--- src/rtl/fst_pkg.sv ---
package fst_pkg;

    localparam int MODE_W = 4;

    typedef enum logic [MODE_W-1:0] {
        MODE_FREE   = 4'd0,
        MODE_OPP    = 4'd1,
        MODE_LOW    = 4'd2,
        MODE_HIGH   = 4'd3,
        MODE_FALL   = 4'd4,
        MODE_RISE   = 4'd5,
        MODE_CHANGE = 4'd6,
        MODE_EDGE   = 4'd7,
        MODE_CMP    = 4'd8
    } fst_mode_e;

    typedef struct packed {
        logic level;
        logic rise;
        logic fall;
    } fs_flags_t;

    typedef enum logic [1:0] {
        ST_IDLE = 2'd0,
        ST_WAIT = 2'd1,
        ST_RUN  = 2'd2
    } launch_state_e;

    function automatic logic is_reserved(input logic [MODE_W-1:0] code);
        return code > MODE_CMP;
    endfunction

endpackage

--- src/rtl/fst_fs_sampler.sv ---
module fst_fs_sampler
    import fst_pkg::*;
(
    input  logic      clk,
    input  logic      rst,
    input  logic      en,
    input  logic      bit_tick,
    input  logic      fsync_in,
    output fs_flags_t flags
);

    logic prev_q;
    logic hist_vld;

    always_ff @(posedge clk) begin
        if (rst || !en) begin
            prev_q   <= 1'b0;
            hist_vld <= 1'b0;
        end else if (bit_tick) begin
            prev_q   <= fsync_in;
            hist_vld <= 1'b1;
        end
    end

    always_comb begin
        flags.level = fsync_in;
        flags.rise  = hist_vld & fsync_in & ~prev_q;
        flags.fall  = hist_vld & ~fsync_in & prev_q;
    end

endmodule

--- src/rtl/fst_trig_mux.sv ---
module fst_trig_mux
    import fst_pkg::*;
#(
    parameter bit IS_RX = 1'b1
) (
    input  logic [MODE_W-1:0] mode,
    input  fs_flags_t         flags,
    input  logic              opp_start,
    input  logic              cmp_match,
    output logic              trig
);

    logic cmp_ok;

    generate
        if (IS_RX) begin : g_rx_cmp
            assign cmp_ok = cmp_match;
        end else begin : g_tx_nocmp
            assign cmp_ok = 1'b0;
        end
    endgenerate

    always_comb begin
        trig = 1'b0;
        if (!is_reserved(mode)) begin
            case (fst_mode_e'(mode))
                MODE_FREE:   trig = 1'b1;
                MODE_OPP:    trig = opp_start;
                MODE_LOW:    trig = ~flags.level;
                MODE_HIGH:   trig = flags.level;
                MODE_FALL:   trig = flags.fall;
                MODE_RISE:   trig = flags.rise;
                MODE_CHANGE: trig = flags.rise | flags.fall;
                MODE_EDGE:   trig = flags.rise | flags.fall;
                MODE_CMP:    trig = cmp_ok;
                default:     trig = 1'b0;
            endcase
        end
    end

endmodule

--- src/rtl/fst_launch_seq.sv ---
module fst_launch_seq
    import fst_pkg::*;
#(
    parameter int DELAY_W = 8
) (
    input  logic               clk,
    input  logic               rst,
    input  logic               en,
    input  logic               bit_tick,
    input  logic               trig,
    input  logic [DELAY_W-1:0] delay,
    input  logic               xfer_done,
    output logic               start_pulse
);

    launch_state_e      state_q;
    logic [DELAY_W-1:0] cnt_q;
    logic               start_q;

    always_ff @(posedge clk) begin
        if (rst) begin
            state_q <= ST_IDLE;
            cnt_q   <= '0;
            start_q <= 1'b0;
        end else begin
            start_q <= 1'b0;
            if (!en) begin
                state_q <= ST_IDLE;
                cnt_q   <= '0;
            end else if (bit_tick) begin
                case (state_q)
                    ST_IDLE: begin
                        if (trig) begin
                            if (delay == '0) begin
                                start_q <= 1'b1;
                                state_q <= ST_RUN;
                            end else begin
                                cnt_q   <= delay - 1'b1;
                                state_q <= ST_WAIT;
                            end
                        end
                    end
                    ST_WAIT: begin
                        if (cnt_q == '0) begin
                            start_q <= 1'b1;
                            state_q <= ST_RUN;
                        end else begin
                            cnt_q <= cnt_q - 1'b1;
                        end
                    end
                    ST_RUN: begin
                        if (xfer_done) begin
                            state_q <= ST_IDLE;
                        end
                    end
                    default: state_q <= ST_IDLE;
                endcase
            end
        end
    end

    assign start_pulse = start_q;

endmodule

--- src/rtl/fst_period_gen.sv ---
module fst_period_gen #(
    parameter int PERIOD_W = 8
) (
    input  logic                clk,
    input  logic                rst,
    input  logic                en,
    input  logic                bit_tick,
    input  logic [PERIOD_W-1:0] period,
    output logic                evt
);

    localparam int CNT_W = PERIOD_W + 1;

    logic [CNT_W-1:0] cnt_q;
    logic [CNT_W-1:0] limit;
    logic             evt_q;

    // 2*(P+1) ticks per event: count 0 .. 2P+1
    assign limit = {period, 1'b1};

    always_ff @(posedge clk) begin
        if (rst) begin
            cnt_q <= '0;
            evt_q <= 1'b0;
        end else if (!en || period == '0) begin
            cnt_q <= '0;
            evt_q <= 1'b0;
        end else begin
            evt_q <= 1'b0;
            if (bit_tick) begin
                if (cnt_q >= limit) begin
                    cnt_q <= '0;
                    evt_q <= 1'b1;
                end else begin
                    cnt_q <= cnt_q + 1'b1;
                end
            end
        end
    end

    assign evt = evt_q;

endmodule

--- src/rtl/frame_start_trigger.sv ---
module frame_start_trigger
    import fst_pkg::*;
#(
    parameter int DELAY_W  = 8,
    parameter int PERIOD_W = 8,
    parameter bit IS_RX    = 1'b1
) (
    input  logic                clk,
    input  logic                rst,
    input  logic                enable,
    input  logic                bit_tick,
    input  logic [MODE_W-1:0]   start_mode,
    input  logic [DELAY_W-1:0]  start_delay,
    input  logic [PERIOD_W-1:0] period,
    input  logic                fsync_in,
    input  logic                opp_start,
    input  logic                cmp_match,
    input  logic                xfer_done,
    output logic                start_pulse,
    output logic                period_evt
);

    fs_flags_t fs_flags;
    logic      trig;

    fst_fs_sampler u_sampler (
        .clk      (clk),
        .rst      (rst),
        .en       (enable),
        .bit_tick (bit_tick),
        .fsync_in (fsync_in),
        .flags    (fs_flags)
    );

    fst_trig_mux #(.IS_RX(IS_RX)) u_mux (
        .mode      (start_mode),
        .flags     (fs_flags),
        .opp_start (opp_start),
        .cmp_match (cmp_match),
        .trig      (trig)
    );

    fst_launch_seq #(.DELAY_W(DELAY_W)) u_launch (
        .clk         (clk),
        .rst         (rst),
        .en          (enable),
        .bit_tick    (bit_tick),
        .trig        (trig),
        .delay       (start_delay),
        .xfer_done   (xfer_done),
        .start_pulse (start_pulse)
    );

    fst_period_gen #(.PERIOD_W(PERIOD_W)) u_period (
        .clk      (clk),
        .rst      (rst),
        .en       (enable),
        .bit_tick (bit_tick),
        .period   (period),
        .evt      (period_evt)
    );

endmodule

--- config.mk ---
export PLATFORM = sky130hd
export DESIGN_NAME = frame_start_trigger
export DESIGN_NICKNAME = d
export VERILOG_FILES = /design/src/rtl/fst_pkg.sv /design/src/rtl/fst_fs_sampler.sv /design/src/rtl/fst_trig_mux.sv /design/src/rtl/fst_launch_seq.sv /design/src/rtl/fst_period_gen.sv /design/src/rtl/frame_start_trigger.sv
export SDC_FILE = /design/constraint.sdc
export NUM_CORES = 1
export LEC_CHECK = 0
export BUFFER_PORTS_ARGS = -buffer_cell sky130_fd_sc_hd__buf_2
export CAP_MARGIN = 20
export CORE_MARGIN = 2
export CORE_UTILIZATION = 40
export CTS_BUF_LIST = sky130_fd_sc_hd__clkbuf_2
export DETAILED_ROUTE_END_ITERATION = 16
export HOLD_SLACK_MARGIN = 0.03
export PLACE_DENSITY = 0.73
export SETUP_SLACK_MARGIN = 0.3
export SYNTH_ARGS = -nofsm -noshare
export SYNTH_HDL_FRONTEND = slang
export SYNTH_SLANG_ARGS = --single-unit
--- constraint.sdc ---
create_clock -name clk -period 6.7 [get_ports clk]
set_clock_uncertainty 0.1 [all_clocks]
set_input_delay 1.34 -clock clk [delete_from_list [all_inputs] [get_ports clk]]
set_output_delay 1.34 -clock clk [all_outputs]
set_load 0.02 [all_outputs]
* Yosys cells after proc, flatten, opt, wreduce, memory -nomap -nowiden
Index checks and enable logic that the tools add are counted.
** Storage, ports and cells
- Register bits after elaboration :: 23
- Bits in latches :: 0
- RAM bits :: 0
- Memory bits (read-only) :: 0
- Input bits :: 28
- Word-level logic and storage cells :: 69
- Memories :: 0
** Cells by class
- Add/subtract/negate cells :: 3
- Multiply operators :: 0
- Div/mod/pow operators :: 0
- $lt $le $gt $ge :: 2
- Equal/unequal tests :: 15
- Shift-type cells :: 0
- Mux-type cells :: 17
- Bitwise operators :: 9
- Reductions and logical operators :: 16
** Operators by type and width (count)
- $logic_not A8 Y1 :: 3
- $mux W8 :: 3
- $eq A4 B3 Y1 const B :: 4
- $pmux W8 S2 :: 1
- $sub A8 B1 Y8 const B :: 2
- $add A9 B1 Y9 const B :: 1
- $ge A9 B9 Y1 :: 1
- $mux W9 :: 1
- $eq A4 B2 Y1 const B :: 2
- $mux W2 :: 4
- $ne A2 B2 Y1 const B :: 4
- $pmux W1 S8 :: 1
- $pmux W2 S3 :: 1
- $reduce_or A2 Y1 :: 3
- $reduce_or A3 Y1 :: 2
- $mux W1 :: 5
- $reduce_and A5 Y1 :: 1
- $and A1 B1 Y1 :: 4
- $eq A4 B1 Y1 const B :: 1
- $eq A4 B4 Y1 const B :: 1
- $gt A4 B4 Y1 const B :: 1
- $logic_not A4 Y1 :: 1
- $not A1 Y1 :: 4
- $reduce_and A4 Y1 :: 1
- 9 further kinds :: 10

* Logic depth before layout (Yosys ltp)
- Depth in word-level cells :: 8
- Mapped depth :: 9
- Depth with buffers taken out :: 8

* Cells and area by module
From an unflattened synthesis, not the netlist that was laid out.
** Unflattened totals
- Cells, all modules :: 210
- Area total of the unflattened synthesis :: 1697.9 um^2
** Modules (own cells, without submodules)
- fst_launch_seq :: instances 1, cells an instance 101, area an instance 824.5 um^2
- fst_period_gen :: instances 1, cells an instance 88, area an instance 700.7 um^2
- fst_fs_sampler :: instances 1, cells an instance 11, area an instance 91.3 um^2
- fst_trig_mux :: instances 1, cells an instance 10, area an instance 81.3 um^2

* Worst setup path after synthesis
No wires, ideal clock.
- Path kind :: input -> register
- Start :: in start_delay[1]
- End :: reg u_launch.cnt_q[3]
- Library setup time :: 131 ps
- Arrival :: 2914 ps
- Data required time :: 6469 ps
- Setup slack :: 3555 ps
- Cell stages on the path :: 8
- Buffers on the path :: 2
- Path through :: or3_1 -> buf_2 -> o41a_1 -> and3_4 -> a22o_1 -> buf_6 -> mux2i_1 -> a31oi_1
** On the way
- Longest elaborated chain between the ends :: 4
- Elaborated cells between the ends (all ways) :: 7
** Ends and longest elaborated chain
- start, declared :: line frame_start_trigger.sv:13 : input logic [DELAY_W-1:0] start_delay,
- $sub A8 B1 Y8 :: line fst_launch_seq.sv:38 : cnt_q <= delay - 1'b1;
- $mux W8 :: line fst_launch_seq.sv:34 : if (delay == '0) begin
- $mux W8 :: line fst_launch_seq.sv:33 : if (trig) begin
- $pmux W8 S2 :: line fst_launch_seq.sv:31 : case (state_q)
- end signal, assigned :: line fst_launch_seq.sv:38
- end signal, assigned :: line fst_launch_seq.sv:48 : cnt_q <= cnt_q - 1'b1;
- end, declared :: line fst_launch_seq.sv:17 : logic [DELAY_W-1:0] cnt_q;
Several ways; a longest one is shown, not always the timed one. The select of a mux whose other input is x is not followed.
A chain may end at the register's enable or synchronous reset.

* Worst setup path after layout
- Start :: in start_delay[5]
- End :: reg u_launch.cnt_q[3]
** On the way
- Longest elaborated chain between the ends :: 3
** Ends and longest elaborated chain (line)
- $logic_not A8 Y1 :: fst_launch_seq.sv:34
- $ne A2 B2 Y1 (no source line)
- $reduce_and A5 Y1 (no source line)
No other way between the ends.

==> impl_metrics.env <==
export IMPL_status="finished, final reports clean"
export IMPL_critPathCaptureType="flip-flop"
export IMPL_post_dp_hpwl_um=2660
export IMPL_cts_tree="yes"
export IMPL_grt_pass1_vias=1395
export IMPL_p_total_mw=0.240
export IMPL_fmax_mhz=331
export IMPL_root_buffer="clkbuf_2"
export IMPL_cp_top_family="compound AO/OA/AOI/OAI gates"
export IMPL_layout_common_cells="buf_2 (29), nor2_1 (24), dfxtp_1 (23), nand2_1 (14)"
export IMPL_utilization_pct=47.5
export IMPL_route_detailed_drc=0
export IMPL_min_period_over_period_pct=45.1
export IMPL_vias=1533
export IMPL_multiInputGateArea_sq_mm=0.00104
export IMPL_hold_viol=0
export IMPL_drv_cap=0
export IMPL_setup_viol=0
export IMPL_power_density_mw_per_mm2=136
export IMPL_worstPathMaxFanout=10
export IMPL_wirelength_um=3530
export IMPL_min_path_cells=2
export IMPL_post_cts_buffers=0
export IMPL_seq_area_frac_synth_pct=29.3
export IMPL_reg2reg_depth=8
export IMPL_place_gp_congestion=0.833
export IMPL_wl_per_cell_um=13.0
export IMPL_vias_per_cell=5.64
export IMPL_initial_core_util_pct=42.3
export IMPL_clockBufferDepth=2
export IMPL_cts_sinks=23
export IMPL_overflow=0
export IMPL_hold_ws_ns=0.389
export IMPL_grt_pass1_wl_um=6090
export IMPL_worstSkewPairLatency_ns=0.33
export IMPL_critical_path_class="primary input to flip-flop"
export IMPL_area_growth_pct=12.3
export IMPL_startpoint_type="primary input"
export IMPL_ys_ff_latch=23
export IMPL_final_nets=263
export IMPL_drtIter0Drc=169
export IMPL_syn_nets=235
export IMPL_first_pass_iters=4
export IMPL_seq_area_sq_um=460
export IMPL_htree_levels=1
export IMPL_vdd_drop_max_uv=72.3
export IMPL_n_antenna_cell=0
export IMPL_grt_usage_pct=17.4
export IMPL_min_to="u_sampler.hist_vld$_SDFFE_PP0P_"
export IMPL_regToRegStartpoint="u_launch.state_q[1]$_SDFFE_PP0P_"
export IMPL_syn_area_sq_mm=0.00157
export IMPL_path_buf_inv=1
export IMPL_final_common_cell="buf_2"
export IMPL_slew_violations=0
export IMPL_layout_min_cycle_time_ns=3.02
export IMPL_ant_nets=0
export IMPL_drive_gt1_share_pct=16.1
export IMPL_hold_buffers=0
export IMPL_crit_path_cell_trace="buf_2 -> or3_1 -> o41a_1 -> and3_4 -> a22o_1 -> mux2i_1 -> a31oi_1"
export IMPL_numCtsBuffers=3
export IMPL_pin_count=30
export IMPL_critPathRequiredTime_ns=6.82
export IMPL_syn_inst=197
export IMPL_yosysWarnings=0
export IMPL_placementRows=22
export IMPL_cpPeakStageDelay_ns=0.42
export IMPL_cts_resized_gates=0
export IMPL_min_from="u_sampler.hist_vld$_SDFFE_PP0P_"
export IMPL_r2r_end="u_launch.cnt_q[6]$_SDFFE_PP0P_"
export IMPL_io_buffer_count=29
export IMPL_fillerInstances=385
export IMPL_hold_path_class="flip-flop to flip-flop"
export IMPL_max_slew_margin_pct=50.9
export IMPL_die_w_um=66.7
export IMPL_synth_avg_cell_area_sq_um=7.98
export IMPL_setup_tns_ns=0
export IMPL_die_height_um=66.7
export IMPL_antenna_found_initial=0
export IMPL_rsz0062_at_grt="no"
export IMPL_clk_pin_slew_ns=0.20
export IMPL_dieArea_sq_mm=0.00445
export IMPL_core_area_sq_mm=0.00372
export IMPL_leakagePower_nw=0.752
export IMPL_cpMaxStageDelayCell="or3_1"
export IMPL_worst_slew_pin_slew_ns=0.735
export IMPL_ys_types=41
export IMPL_grt_max_degree=14
export IMPL_r2r_slack_ns=4.02
export IMPL_cp_data_arrival_time_ns=3.15
==> area by class of cell <==
class	instances	area share [%]
Inverter	11	2.34
Timing Repair Buffer	29	8.23
Multi-Input combinational cell	157	58.8
Clock inverter	1	0.284
Tap cell	48	3.40
Sequential cell	23	26.1
Clock buffer	3	0.851
==> routing by layer <==
| layer | global-route usage, % | up-vias | wire [um] |
|---|---|---|---|
| met3 | 2.36 | 6 | 132 |
| met4 | 5.87 | 0 | 40 |
| met1 | 24.1 | 717 | 1740 |
| li1 | - | 772 | - |
| met2 | 27.6 | 38 | 1610 |
| met5 | 0 | - | 0 |
==> state kept, by name, summed over array words and instances, names as in the netlist <==
name	cells
u_launch.start_pulse	1
u_sampler.hist_vld	1
u_launch.cnt_q	8
u_launch.state_q	2
u_period.evt	1
u_sampler.prev_q	1
u_period.cnt_q	9
==> worst register-to-register path: cells and delay by family, from the launching register on <==
| kind | cells | cell delay, ns |
|---|---|---|
| compound gates | 3 | 0.71 |
| mux | 2 | 0.56 |
| flops | 1 | 0.47 |
| simple gates | 1 | 0.47 |
| fa+ha+maj | 1 | 0.23 |
| buf+inv | 1 | 0.10 |
==> report_power, final <==
part	internal, mW	switching, mW	leakage [nW]	total [mW]
clock network	0.0135	0.0415	0.0164	0.0550
registers	0.139	0.00189	0.186	0.141
logic	0.0188	0.0253	0.550	0.0441
total	0.171	0.0687	0.752	0.240
==> per-stage QoR <==
step	worst slack (ns)	instances	instance area [sq um]
2_1_floorplan	3.56	197	1570
3_3_place_gp	3.36	268	1740
3_5_place_dp	3.33	268	1740
4_1_cts	3.71	272	1760
5_1_grt	3.58	272	1760
6_report	3.68	272	1760
==> how the worst max path moves through the flow <==
stage / start / to / slack (ns) / cells past startpoint
2_1_floorplan: start_delay[1] / u_launch.cnt_q[3]$_SDFFE_PP0P_ / 3.56 / 8
3_3_place_gp: start_delay[6] / u_launch.cnt_q[3]$_SDFFE_PP0P_ / 3.36 / 7
3_5_place_dp: start_delay[6] / u_launch.cnt_q[3]$_SDFFE_PP0P_ / 3.33 / 7
4_1_cts: start_delay[6] / u_launch.cnt_q[3]$_SDFFE_PP0P_ / 3.71 / 7
5_1_grt: period[0] / u_period.cnt_q[3]$_SDFFE_PP0P_ / 3.58 / 9
6_report: start_delay[5] / u_launch.cnt_q[3]$_SDFFE_PP0P_ / 3.68 / 7
==> Yosys cell counts <==
master | number | share of area (%)
a211oi_1 | 5 | 2.4
nor4_1 | 1 | 0.40
and3_4 | 1 | 0.72
a211o_1 | 1 | 0.56
a21o_1 | 3 | 1.4
o211ai_2 | 1 | 0.80
buf_2 | 2 | 0.64
a22oi_1 | 2 | 0.96
xnor2_1 | 1 | 0.56
inv_1 | 11 | 2.6
and3_1 | 3 | 1.2
a22o_1 | 1 | 0.56
mux2i_1 | 9 | 5.7
nand2b_1 | 3 | 1.2
a2bb2oi_1 | 1 | 0.56
o211ai_1 | 2 | 0.96
o31a_1 | 1 | 0.56
nand3b_1 | 1 | 0.48
nor3_1 | 6 | 1.9
or3_1 | 7 | 2.8
o21ai_0 | 9 | 2.9
o31ai_1 | 1 | 0.48
a32o_1 | 5 | 3.2
ha_1 | 10 | 8.0
o41a_1 | 1 | 0.72
or4_1 | 2 | 0.96
or2_2 | 1 | 0.40
dfxtp_1 | 23 | 29
o2111ai_1 | 1 | 0.56
nor2b_1 | 5 | 2.0
clkbuf_1 | 3 | 0.72
o21bai_1 | 1 | 0.48
nand4_1 | 7 | 2.8
a21oi_1 | 11 | 3.5
a31oi_1 | 1 | 0.40
nand2_1 | 14 | 3.3
xor2_1 | 8 | 4.5
nand3_1 | 6 | 1.9
buf_6 | 1 | 0.72
o2bb2ai_1 | 1 | 0.56
nor2_1 | 24 | 5.7
==> kinds of logic (layout without fill, tap and decap cells) <==
family,Yosys count,count (layout),synth area share (%)
AND/OR/NAND/NOR,81,81,25.8
AO/OA/AOI/OAI,48,48,21.5
flip-flops,23,23,29.3
buffers and inverters,17,44,4.70
adder cells (fa/ha/maj),10,10,7.96
XOR/XNOR,9,9,5.02
multiplexers,9,9,5.73
Note: power is estimated with default switching activity, not from simulation.
